`src/rtl/exsq_pkg.sv`:
```
package exsq_pkg;
  localparam int SR_W     = 32;
  localparam int SR_BL    = 28;
  localparam int SR_RB    = 29;
  localparam int SR_MD    = 30;
  localparam int SR_FD    = 15;
  localparam int IMASK_LO = 4;
  localparam int IMASK_W  = 4;

  typedef enum logic [1:0] {
    ENT_NONE = 2'd0,
    ENT_EXC  = 2'd1,
    ENT_IRQ  = 2'd2
  } entry_kind_e;

  typedef enum logic [1:0] {
    DST_GENERAL = 2'd0,
    DST_TLB     = 2'd1,
    DST_RESET   = 2'd2
  } dest_class_e;
endpackage

```
`src/rtl/exsq_arbiter.sv`:
```
module exsq_arbiter
  import exsq_pkg::*;
#(
  parameter int CODE_W = 12
) (
  input  logic              exc_pend,
  input  logic [CODE_W-1:0] exc_code,
  input  logic              irq_req,
  input  logic              halted,
  input  logic              blocked,
  input  logic              ic_vld,
  output entry_kind_e       kind,
  output logic [CODE_W-1:0] code,
  output logic              wake
);
  localparam logic [CODE_W-1:0] C_KEEP = CODE_W'(12'h1E0);

  always_comb begin
    kind = ENT_NONE;
    code = exc_code;
    wake = 1'b0;
    if (exc_pend) begin
      kind = ENT_EXC;
      wake = blocked;
      if (blocked && (exc_code != C_KEEP)) code = '0;
    end else if (irq_req && ic_vld && (!blocked || halted)) begin
      kind = ENT_IRQ;
      wake = blocked;
    end
  end
endmodule

```
`src/rtl/exsq_target.sv`:
```
module exsq_target
  import exsq_pkg::*;
#(
  parameter int              XLEN     = 32,
  parameter int              CODE_W   = 12,
  parameter int unsigned     OFS_GEN  = 32'h100,
  parameter int unsigned     OFS_TLB  = 32'h400,
  parameter int unsigned     OFS_IRQ  = 32'h600,
  parameter logic [XLEN-1:0] RESET_PC = XLEN'(32'hA000_0000)
) (
  input  entry_kind_e       kind,
  input  logic [CODE_W-1:0] code,
  input  logic [SR_W-1:0]   sr_in,
  input  logic [XLEN-1:0]   pc_in,
  input  logic [XLEN-1:0]   vbr_in,
  input  logic              in_slot,
  output logic [SR_W-1:0]   sr_nxt,
  output logic [XLEN-1:0]   pc_nxt,
  output logic [XLEN-1:0]   spc_nxt
);
  localparam logic [CODE_W-1:0] C_PWR  = CODE_W'(12'h000);
  localparam logic [CODE_W-1:0] C_MAN  = CODE_W'(12'h020);
  localparam logic [CODE_W-1:0] C_MULT = CODE_W'(12'h140);
  localparam logic [CODE_W-1:0] C_TLBR = CODE_W'(12'h040);
  localparam logic [CODE_W-1:0] C_TLBW = CODE_W'(12'h060);
  localparam logic [CODE_W-1:0] C_TRAP = CODE_W'(12'h160);

  dest_class_e cls;
  logic [XLEN-1:0] spc_base;

  always_comb begin
    if (code == C_PWR || code == C_MAN || code == C_MULT) cls = DST_RESET;
    else if (code == C_TLBR || code == C_TLBW)            cls = DST_TLB;
    else                                                  cls = DST_GENERAL;
  end

  assign spc_base = pc_in - (in_slot ? XLEN'(2) : XLEN'(0));

  always_comb begin
    sr_nxt         = sr_in;
    sr_nxt[SR_BL]  = 1'b1;
    sr_nxt[SR_RB]  = 1'b1;
    sr_nxt[SR_MD]  = 1'b1;
    spc_nxt        = spc_base;
    pc_nxt         = vbr_in + XLEN'(OFS_IRQ);
    if (kind == ENT_EXC) begin
      unique case (cls)
        DST_RESET: begin
          sr_nxt[SR_FD] = 1'b0;
          sr_nxt[IMASK_LO +: IMASK_W] = '1;
          pc_nxt = RESET_PC;
        end
        DST_TLB: pc_nxt = vbr_in + XLEN'(OFS_TLB);
        default: begin
          pc_nxt = vbr_in + XLEN'(OFS_GEN);
          if (code == C_TRAP) spc_nxt = spc_base + XLEN'(2);
        end
      endcase
    end
  end
endmodule

```
`src/rtl/exsq_entry.sv`:
```
module exsq_entry
  import exsq_pkg::*;
#(
  parameter int              XLEN     = 32,
  parameter int              CODE_W   = 12,
  parameter int unsigned     OFS_GEN  = 32'h100,
  parameter int unsigned     OFS_TLB  = 32'h400,
  parameter int unsigned     OFS_IRQ  = 32'h600,
  parameter logic [XLEN-1:0] RESET_PC = XLEN'(32'hA000_0000)
) (
  input  logic              clk,
  input  logic              rst_n,
  input  logic              evt_en,
  input  logic              exc_pend,
  input  logic [CODE_W-1:0] exc_code,
  input  logic              irq_req,
  input  logic              halted,
  output logic [3:0]        ic_mask,
  input  logic              ic_vld,
  input  logic [CODE_W-1:0] ic_vec,
  input  logic [31:0]       sr_in,
  input  logic [XLEN-1:0]   pc_in,
  input  logic [XLEN-1:0]   r15_in,
  input  logic [XLEN-1:0]   vbr_in,
  input  logic              ds_flag,
  input  logic              ds_cond_flag,
  output logic [31:0]       sr_o,
  output logic [31:0]       ssr_o,
  output logic [XLEN-1:0]   spc_o,
  output logic [XLEN-1:0]   sgr_o,
  output logic [XLEN-1:0]   pc_o,
  output logic [CODE_W-1:0] expevt_o,
  output logic [CODE_W-1:0] intevt_o,
  output logic              taken_o,
  output logic              ds_clr_o,
  output logic              halt_clr_o
);
  localparam logic [SR_W-1:0] SR_RST =
    (SR_W'(1) << SR_MD) | (SR_W'(1) << SR_BL) | (SR_W'(4'hF) << IMASK_LO);

  // reset: asserted asynchronously, released after two clock edges
  logic [1:0] rst_sync;
  logic       rst_q_n;

  always_ff @(posedge clk or negedge rst_n) begin
    if (!rst_n) rst_sync <= 2'b00;
    else        rst_sync <= {rst_sync[0], 1'b1};
  end
  assign rst_q_n = rst_sync[1];

  assign ic_mask = sr_in[IMASK_LO +: IMASK_W];

  entry_kind_e       kind;
  logic [CODE_W-1:0] code;
  logic              wake;
  logic [SR_W-1:0]   sr_ent;
  logic [XLEN-1:0]   pc_ent, spc_ent;
  logic              in_slot;
  logic              ld_en;

  assign in_slot = ds_flag | ds_cond_flag;

  exsq_arbiter #(.CODE_W(CODE_W)) u_arb (
    .exc_pend (exc_pend),
    .exc_code (exc_code),
    .irq_req  (irq_req),
    .halted   (halted),
    .blocked  (sr_in[SR_BL]),
    .ic_vld   (ic_vld),
    .kind     (kind),
    .code     (code),
    .wake     (wake)
  );

  exsq_target #(
    .XLEN(XLEN), .CODE_W(CODE_W), .OFS_GEN(OFS_GEN),
    .OFS_TLB(OFS_TLB), .OFS_IRQ(OFS_IRQ), .RESET_PC(RESET_PC)
  ) u_tgt (
    .kind    (kind),
    .code    (code),
    .sr_in   (sr_in),
    .pc_in   (pc_in),
    .vbr_in  (vbr_in),
    .in_slot (in_slot),
    .sr_nxt  (sr_ent),
    .pc_nxt  (pc_ent),
    .spc_nxt (spc_ent)
  );

  // next-state
  logic [31:0]       sr_d, ssr_d;
  logic [XLEN-1:0]   spc_d, sgr_d, pc_d;
  logic [CODE_W-1:0] expevt_d, intevt_d;
  logic              taken_d, ds_clr_d, halt_clr_d;

  assign ld_en = evt_en && (kind != ENT_NONE);

  always_comb begin
    sr_d       = sr_ent;
    ssr_d      = sr_in;
    spc_d      = spc_ent;
    sgr_d      = r15_in;
    pc_d       = pc_ent;
    expevt_d   = (kind == ENT_EXC) ? code : expevt_o;
    intevt_d   = (kind == ENT_IRQ) ? ic_vec : intevt_o;
    taken_d    = ld_en;
    ds_clr_d   = ld_en && in_slot;
    halt_clr_d = ld_en && wake;
  end

  // registers
  always_ff @(posedge clk or negedge rst_q_n) begin
    if (!rst_q_n) begin
      sr_o     <= SR_RST;
      ssr_o    <= '0;
      spc_o    <= '0;
      sgr_o    <= '0;
      pc_o     <= RESET_PC;
      expevt_o <= '0;
      intevt_o <= '0;
    end else if (ld_en) begin
      sr_o     <= sr_d;
      ssr_o    <= ssr_d;
      spc_o    <= spc_d;
      sgr_o    <= sgr_d;
      pc_o     <= pc_d;
      expevt_o <= expevt_d;
      intevt_o <= intevt_d;
    end
  end

  always_ff @(posedge clk or negedge rst_q_n) begin
    if (!rst_q_n) begin
      taken_o    <= 1'b0;
      ds_clr_o   <= 1'b0;
      halt_clr_o <= 1'b0;
    end else begin
      taken_o    <= taken_d;
      ds_clr_o   <= ds_clr_d;
      halt_clr_o <= halt_clr_d;
    end
  end
endmodule

```
`config.mk`:
```
export PLATFORM = sky130hd
export DESIGN_NAME = exsq_entry
export DESIGN_NICKNAME = d
export VERILOG_FILES = /design/src/rtl/exsq_pkg.sv /design/src/rtl/exsq_arbiter.sv /design/src/rtl/exsq_target.sv /design/src/rtl/exsq_entry.sv
export SDC_FILE = /design/constraint.sdc
export NUM_CORES = 1
export LEC_CHECK = 0
export BUFFER_PORTS_ARGS = -buffer_cell sky130_fd_sc_hd__buf_2
export CORE_MARGIN = 4
export CORE_UTILIZATION = 50
export CTS_CLUSTER_DIAMETER = 120
export DETAILED_ROUTE_END_ITERATION = 16
export PLACE_DENSITY = 0.88
export SYNTH_ARGS = -nofsm -noshare
export SYNTH_HDL_FRONTEND = slang
export SYNTH_SLANG_ARGS = --single-unit
```
`constraint.sdc`:
```
create_clock -name clk -period 6.18 [get_ports clk]
set_input_delay 0.618 -clock clk [delete_from_list [all_inputs] [get_ports clk]]
set_output_delay 0.618 -clock clk [all_outputs]
set_load 0.005 [all_outputs]
```
== Word-level counts from Yosys, hierarchy flattened ==
Cells that the tools add are included.

* Flip-flop bits (word level): 187
* Output and inout bits: 191
* Logic and storage cells: 61
* Input port bits: 161

* Eq/ne operators: 10
* Reductions and logical operators: 16
* Multiplexer cells: 18
* Bitwise gates (word level): 1
* Add/subtract/negate cells: 5

{| class="wikitable"
|+ Operators with widths
! cell !! number
|-
| two-way mux 32 bit || 4
|-
| adder 32 x 11 -> 32 bit, second input constant || 2
|-
| one-hot mux 32 bit (2 select lines) || 1
|-
| adder 32 x 2 -> 32 bit, second input constant || 1
|-
| adder 32 x 9 -> 32 bit, second input constant || 1
|-
| subtractor 32 bit || 1
|-
| equality test 12 x 7 -> 1 bit, second input constant || 2
|-
| equality test 12 x 9 -> 1 bit, second input constant || 2
|-
| two-way mux 12 bit || 2
|-
| equality test 12 x 6 -> 1 bit, second input constant || 1
|-
| zero test 12 bit || 1
|-
| inequality test 12 x 9 -> 1 bit, second input constant || 1
|-
| two-way mux 2 bit || 4
|-
| two-way mux 4 bit || 2
|-
| logical AND 1 bit || 6
|-
| two-way mux 1 bit || 5
|-
| equality test 2 x 1 -> 1 bit, second input constant || 2
|-
| equality test 2 bit, second input constant || 2
|-
| logical OR 1 bit || 4
|-
| AND reduction 2 bit || 2
|-
| nonzero test 2 bit || 1
|-
| OR reduction 2 bit || 1
|-
| zero test 1 bit || 1
|-
| bitwise OR 1 bit || 1
|}

== Longest topological paths before layout ==
* Depth in word-level cells: 12
* Gate-level depth with buffers: 13
* Gate-level depth less buffers: 11

== Hierarchy ==
Synthesis repeated with hierarchy kept, for this count alone.

* Cell total of the unflattened synthesis: 969
* Area total of the unflattened synthesis: 10794.1 um^2

{| class="wikitable"
|+ Modules (own cells, without submodules)
! module !! cells an instance !! instances !! seq. area each (um^2) !! area each (um^2)
|-
| exsq_entry || 404 || 1 || 4739.5 || 7294.5
|-
| exsq_target || 536 || 1 || 0.0 || 3290.7
|-
| exsq_arbiter || 29 || 1 || 0.0 || 209.0
|}

== Least setup slack after synthesis ==
OpenSTA, ideal clock, no wires.

* Kind: input -> register
* Start: in ds_cond_flag
* End: reg spc_o[27]
* Stages: 12
* Required time: 6.054 ns
* Path buffers: 2
* Library setup time: 0.126 ns
* Slack: 2.695 ns
* Arrival: 3.359 ns
* Cell sequence: or2_2 -> ha_1 -> ha_1 -> or3b_1 -> buf_2 -> nor4_1 -> xor2_1 -> nand4_1 -> and2_0 -> clkbuf_1 -> o311a_1 -> a221o_1

* Word-level cells in the longest chain between the ends: 7

{| class="wikitable"
|+ RTL lines
! element !! line !! RTL
|-
| start: declaration || exsq_entry.sv:26 || <nowiki>input logic ds_cond_flag,</nowiki>
|-
| bitwise OR 1 bit * || exsq_entry.sv:61 || <nowiki>assign in_slot = ds_flag | ds_cond_flag;</nowiki>
|-
| two-way mux 2 bit * || exsq_target.sv:37 || <nowiki>assign spc_base = pc_in - (in_slot ? XLEN'(2) : XLEN'(0));</nowiki>
|-
| subtractor 32 bit * || exsq_target.sv:37 ||
|-
| adder 32 x 2 -> 32 bit || exsq_target.sv:56 || <nowiki>if (code == C_TRAP) spc_nxt = spc_base + XLEN'(2);</nowiki>
|-
| two-way mux 32 bit || exsq_target.sv:56 ||
|-
| two-way mux 32 bit || exsq_target.sv:47 || <nowiki>unique case (cls)</nowiki>
|-
| two-way mux 32 bit * || exsq_target.sv:46 || <nowiki>if (kind == ENT_EXC) begin</nowiki>
|-
| end signal: assignment || exsq_entry.sv:124 || <nowiki>spc_o <= spc_d;</nowiki>
|-
| end: declaration || exsq_entry.sv:29 || <nowiki>output logic [XLEN-1:0] spc_o,</nowiki>
|}

Every way passes the cells marked *; elsewhere a longest branch is shown, timed or not.
A chain may end at the register's enable or synchronous reset.

== Worst setup path after layout ==
Ends and elaborated chain as after synthesis.

==> run summary <==
Status -> completed
Fill cells -> 1570
Sequential area share after synthesis -> 0.434
Vias in the first global route -> 8894
Antenna violation net count after detailed routing -> 0
Gpl congestion -> 0.966
Worst Reg-to-Reg Cells -> 1
Setup crit end kind -> flip-flop
CTS H-tree depth -> 4
Hold slack final -> 0.314 ns
Hpwl dp -> 22800 um
Total grt overflow -> 0
Yosys reg bits -> 163
Worst r2r src -> rst_sync[1]$_DFF_PN0_
Gr usage total -> 0.273
Power density over the cells -> 259 nW/um2
Final Skew -> 0.00768 ns
YS warnings -> 0
Worst VDD drop -> 0.171 mV
Critical Path, Cell by Cell -> buf_2 > or2_2 > ha_1 > ha_1 > or3b_1 > nor4_1 > o32ai_2 > nor3_2 > o2111ai_2 > o211ai_1 > o31ai_1 > a221o_1
WP buf/inv -> 1
Worst reg2reg endpoint -> ssr_o[17]$_DFFE_PN0P_
Synth async-reset ratio -> 1.00
Worst Path Required -> 6.47 ns
DRT Wirelength -> 29800 um
Initial Util -> 0.516
Via count -> 9256
Mean Syn Cell Area -> 8.44 um2
Achievable Freq -> 260 MHz
Longest Clk Path Bufs -> 2
CP max-delay cell -> or3b_1
Final period util -> 0.622
Worst Max-Slew Pin Slew -> 1.05 ns
Number of flops mapped to enable cells by yosys -> 0
Cell variety after synth -> 81
Clk Latency, worst-skew pair -> 0.42 ns
Share of cells above drive strength 1 -> 0.308
Largest area contributor in the synthesized netlist -> dfrtp_1
Die height -> 145 um
Mapped Area -> 9420 um2
Area contributors post-synth -> dfrtp_1 42%, nand2_1 12%, o21ai_0 3.6%
Layout Nets -> 1562
CTS Hold Buffers Added -> 1
Setup Crit Path Kind -> in2reg
Residual DRC -> 0
Setup slack, reg-to-reg -> 4.66 ns
Crit path time final -> 3.85 ns
Top-Level Pins -> 352
Max-Cap Viols -> 0
Final Util -> 0.636
CTS tree -> built
CTS Root Cell -> clkbuf_16
# setup viols final -> 0
Crit Path Max Fanout -> 11
Pins Over Slew Limit -> 0
Most frequent cells after synthesis -> 297 x nand2_1, 157 x dfrtp_1, 67 x o21ai_0
Cell Rows -> 49
Critical path arrival -> 4.14 ns
Vias per cell -> 5.65
Setup TNS -> 0 ns
Lkg Pwr -> 5.67 nW
Top_reg_cell synth -> dfrtp_1
Hold Path Class -> reg2async
Clk sinks -> 163
Width of the die -> 145 um
Synth top area share -> 0.417
Wire length per cell -> 18.2 um
CTS clk-pin slew, worst paths -> 0.07 ns
Hold Vio Cnt, Final -> 0
First-pass GRT wire length -> 47000 um
Post-CTS Setup Repair Bufs -> 0
Layout area overhead -> 23.4%
Slowest stage delay, CP -> 0.59 ns
Crit-path most repeated cell -> ha_1
Syn Inst Count -> 1117
Initial antenna violation count -> 3
Top Family by Delay on Critical Path -> simple AND/OR/NAND/NOR gates
Rel. slew slack -> 0.298
Pin count of the biggest net entering global routing -> 93
# port buffers -> 349
Core area -> 18300 um2
Unrepaired setup endpoints after global routing -> no
TritonRoute pass-1 iters -> 7
Initial DRC count -> 600
Most frequent cell after synthesis -> nand2_1
Total CTS buffers -> 17
Die area -> 21100 um2
CP Launch Point -> ds_cond_flag
Startpoint types -> input pin
Power, Total -> 3.01 mW
Post-CTS sizing -> 0
==> state kept, by name (all words and copies together) (netlist names), 2 cells and up <==
name,cells
expevt_o,12
intevt_o,12
pc_o,32
rst_sync,2
sgr_o,32
spc_o,32
sr_o,6
ssr_o,32
==> report_power, final <==
group,internal (mW),switching (mW)
Sequential,1.22,0.0925
Clock,0.608,0.467
Combinational,0.272,0.352
==> per-layer routing <==
layer	vias up	share of wire	GRT usage	wire length, um
met2	447	0.50	0.463	14800
met4	0	0.028	0.102	821
met3	52	0.085	0.0642	2540
li1	4396	-	-	-
met1	4361	0.39	0.341	11600
met5	-	0	0	0
==> worst max path at each step <==
stage	to	slack, ns	cells after the start
2_1_floorplan	ds_clr_o$_DFF_PN0_	1.31	0
3_3_place_gp	spc_o[29]$_DFFE_PN0P_	2.13	12
3_5_place_dp	spc_o[27]$_DFFE_PN0P_	2.01	12
4_1_cts	spc_o[27]$_DFFE_PN0P_	2.44	12
5_1_grt	spc_o[27]$_DFFE_PN0P_	2.09	12
6_report	spc_o[27]$_DFFE_PN0P_	2.33	12
==> kinds of logic after synthesis <==
group,share of synthesized area
other,0.000398
AO/OA/AOI/OAI,0.141
XOR/XNOR,0.0613
AND/OR/NAND/NOR,0.268
multiplexers,0.0242
adder cells (fa/ha/maj),0.0106
flip-flops,0.434
buffers and inverters,0.0607
==> cells in the final DEF, fill, tap and decap left out, types with 7 or more instances in the layout <==
| master | count |
|---|---|
| a22o_1 | 11 |
| and2_1 | 9 |
| nor2_1 | 55 |
| nor4_1 | 14 |
| a21oi_1 | 39 |
| mux2_2 | 14 |
| nand2_1 | 297 |
| nand4_1 | 14 |
| o22a_1 | 8 |
| and3_1 | 7 |
| nand3_1 | 36 |
| mux2i_1 | 7 |
| xor2_1 | 32 |
| ha_1 | 8 |
| clkbuf_16 | 17 |
| or3_1 | 12 |
| o21ai_0 | 67 |
| nor3_1 | 36 |
| dfrtp_1 | 156 |
| xnor2_1 | 34 |
| inv_1 | 18 |
| buf_2 | 349 |
| nand2b_1 | 9 |
==> per-stage QoR <==
| stage | std cells | setup WS [ns] | cell area, um2 |
|---|---|---|---|
| floorplan | 1119 | 1.31 | 9430 |
| global placement | 1602 | 2.13 | 11000 |
| detailed placement | 1602 | 2.01 | 11000 |
| CTS | 1634 | 2.44 | 11600 |
| global route | 1637 | 2.09 | 11600 |
| finish | 1637 | 2.33 | 11600 |
==> area by class of cell <==
type	instances	area (um2)	share of cell area
well taps	229	287	0.0246
diodes	3	7.51	0.000646
flip-flops and latches	163	4090	0.352
clock inverters	14	165	0.0142
multi-input cells	837	4780	0.412
inverters	19	71.3	0.00613
repair buffers	355	1790	0.154
clock buffers	17	425	0.0366
No activity file was read; power rests on OpenSTA's default activity.
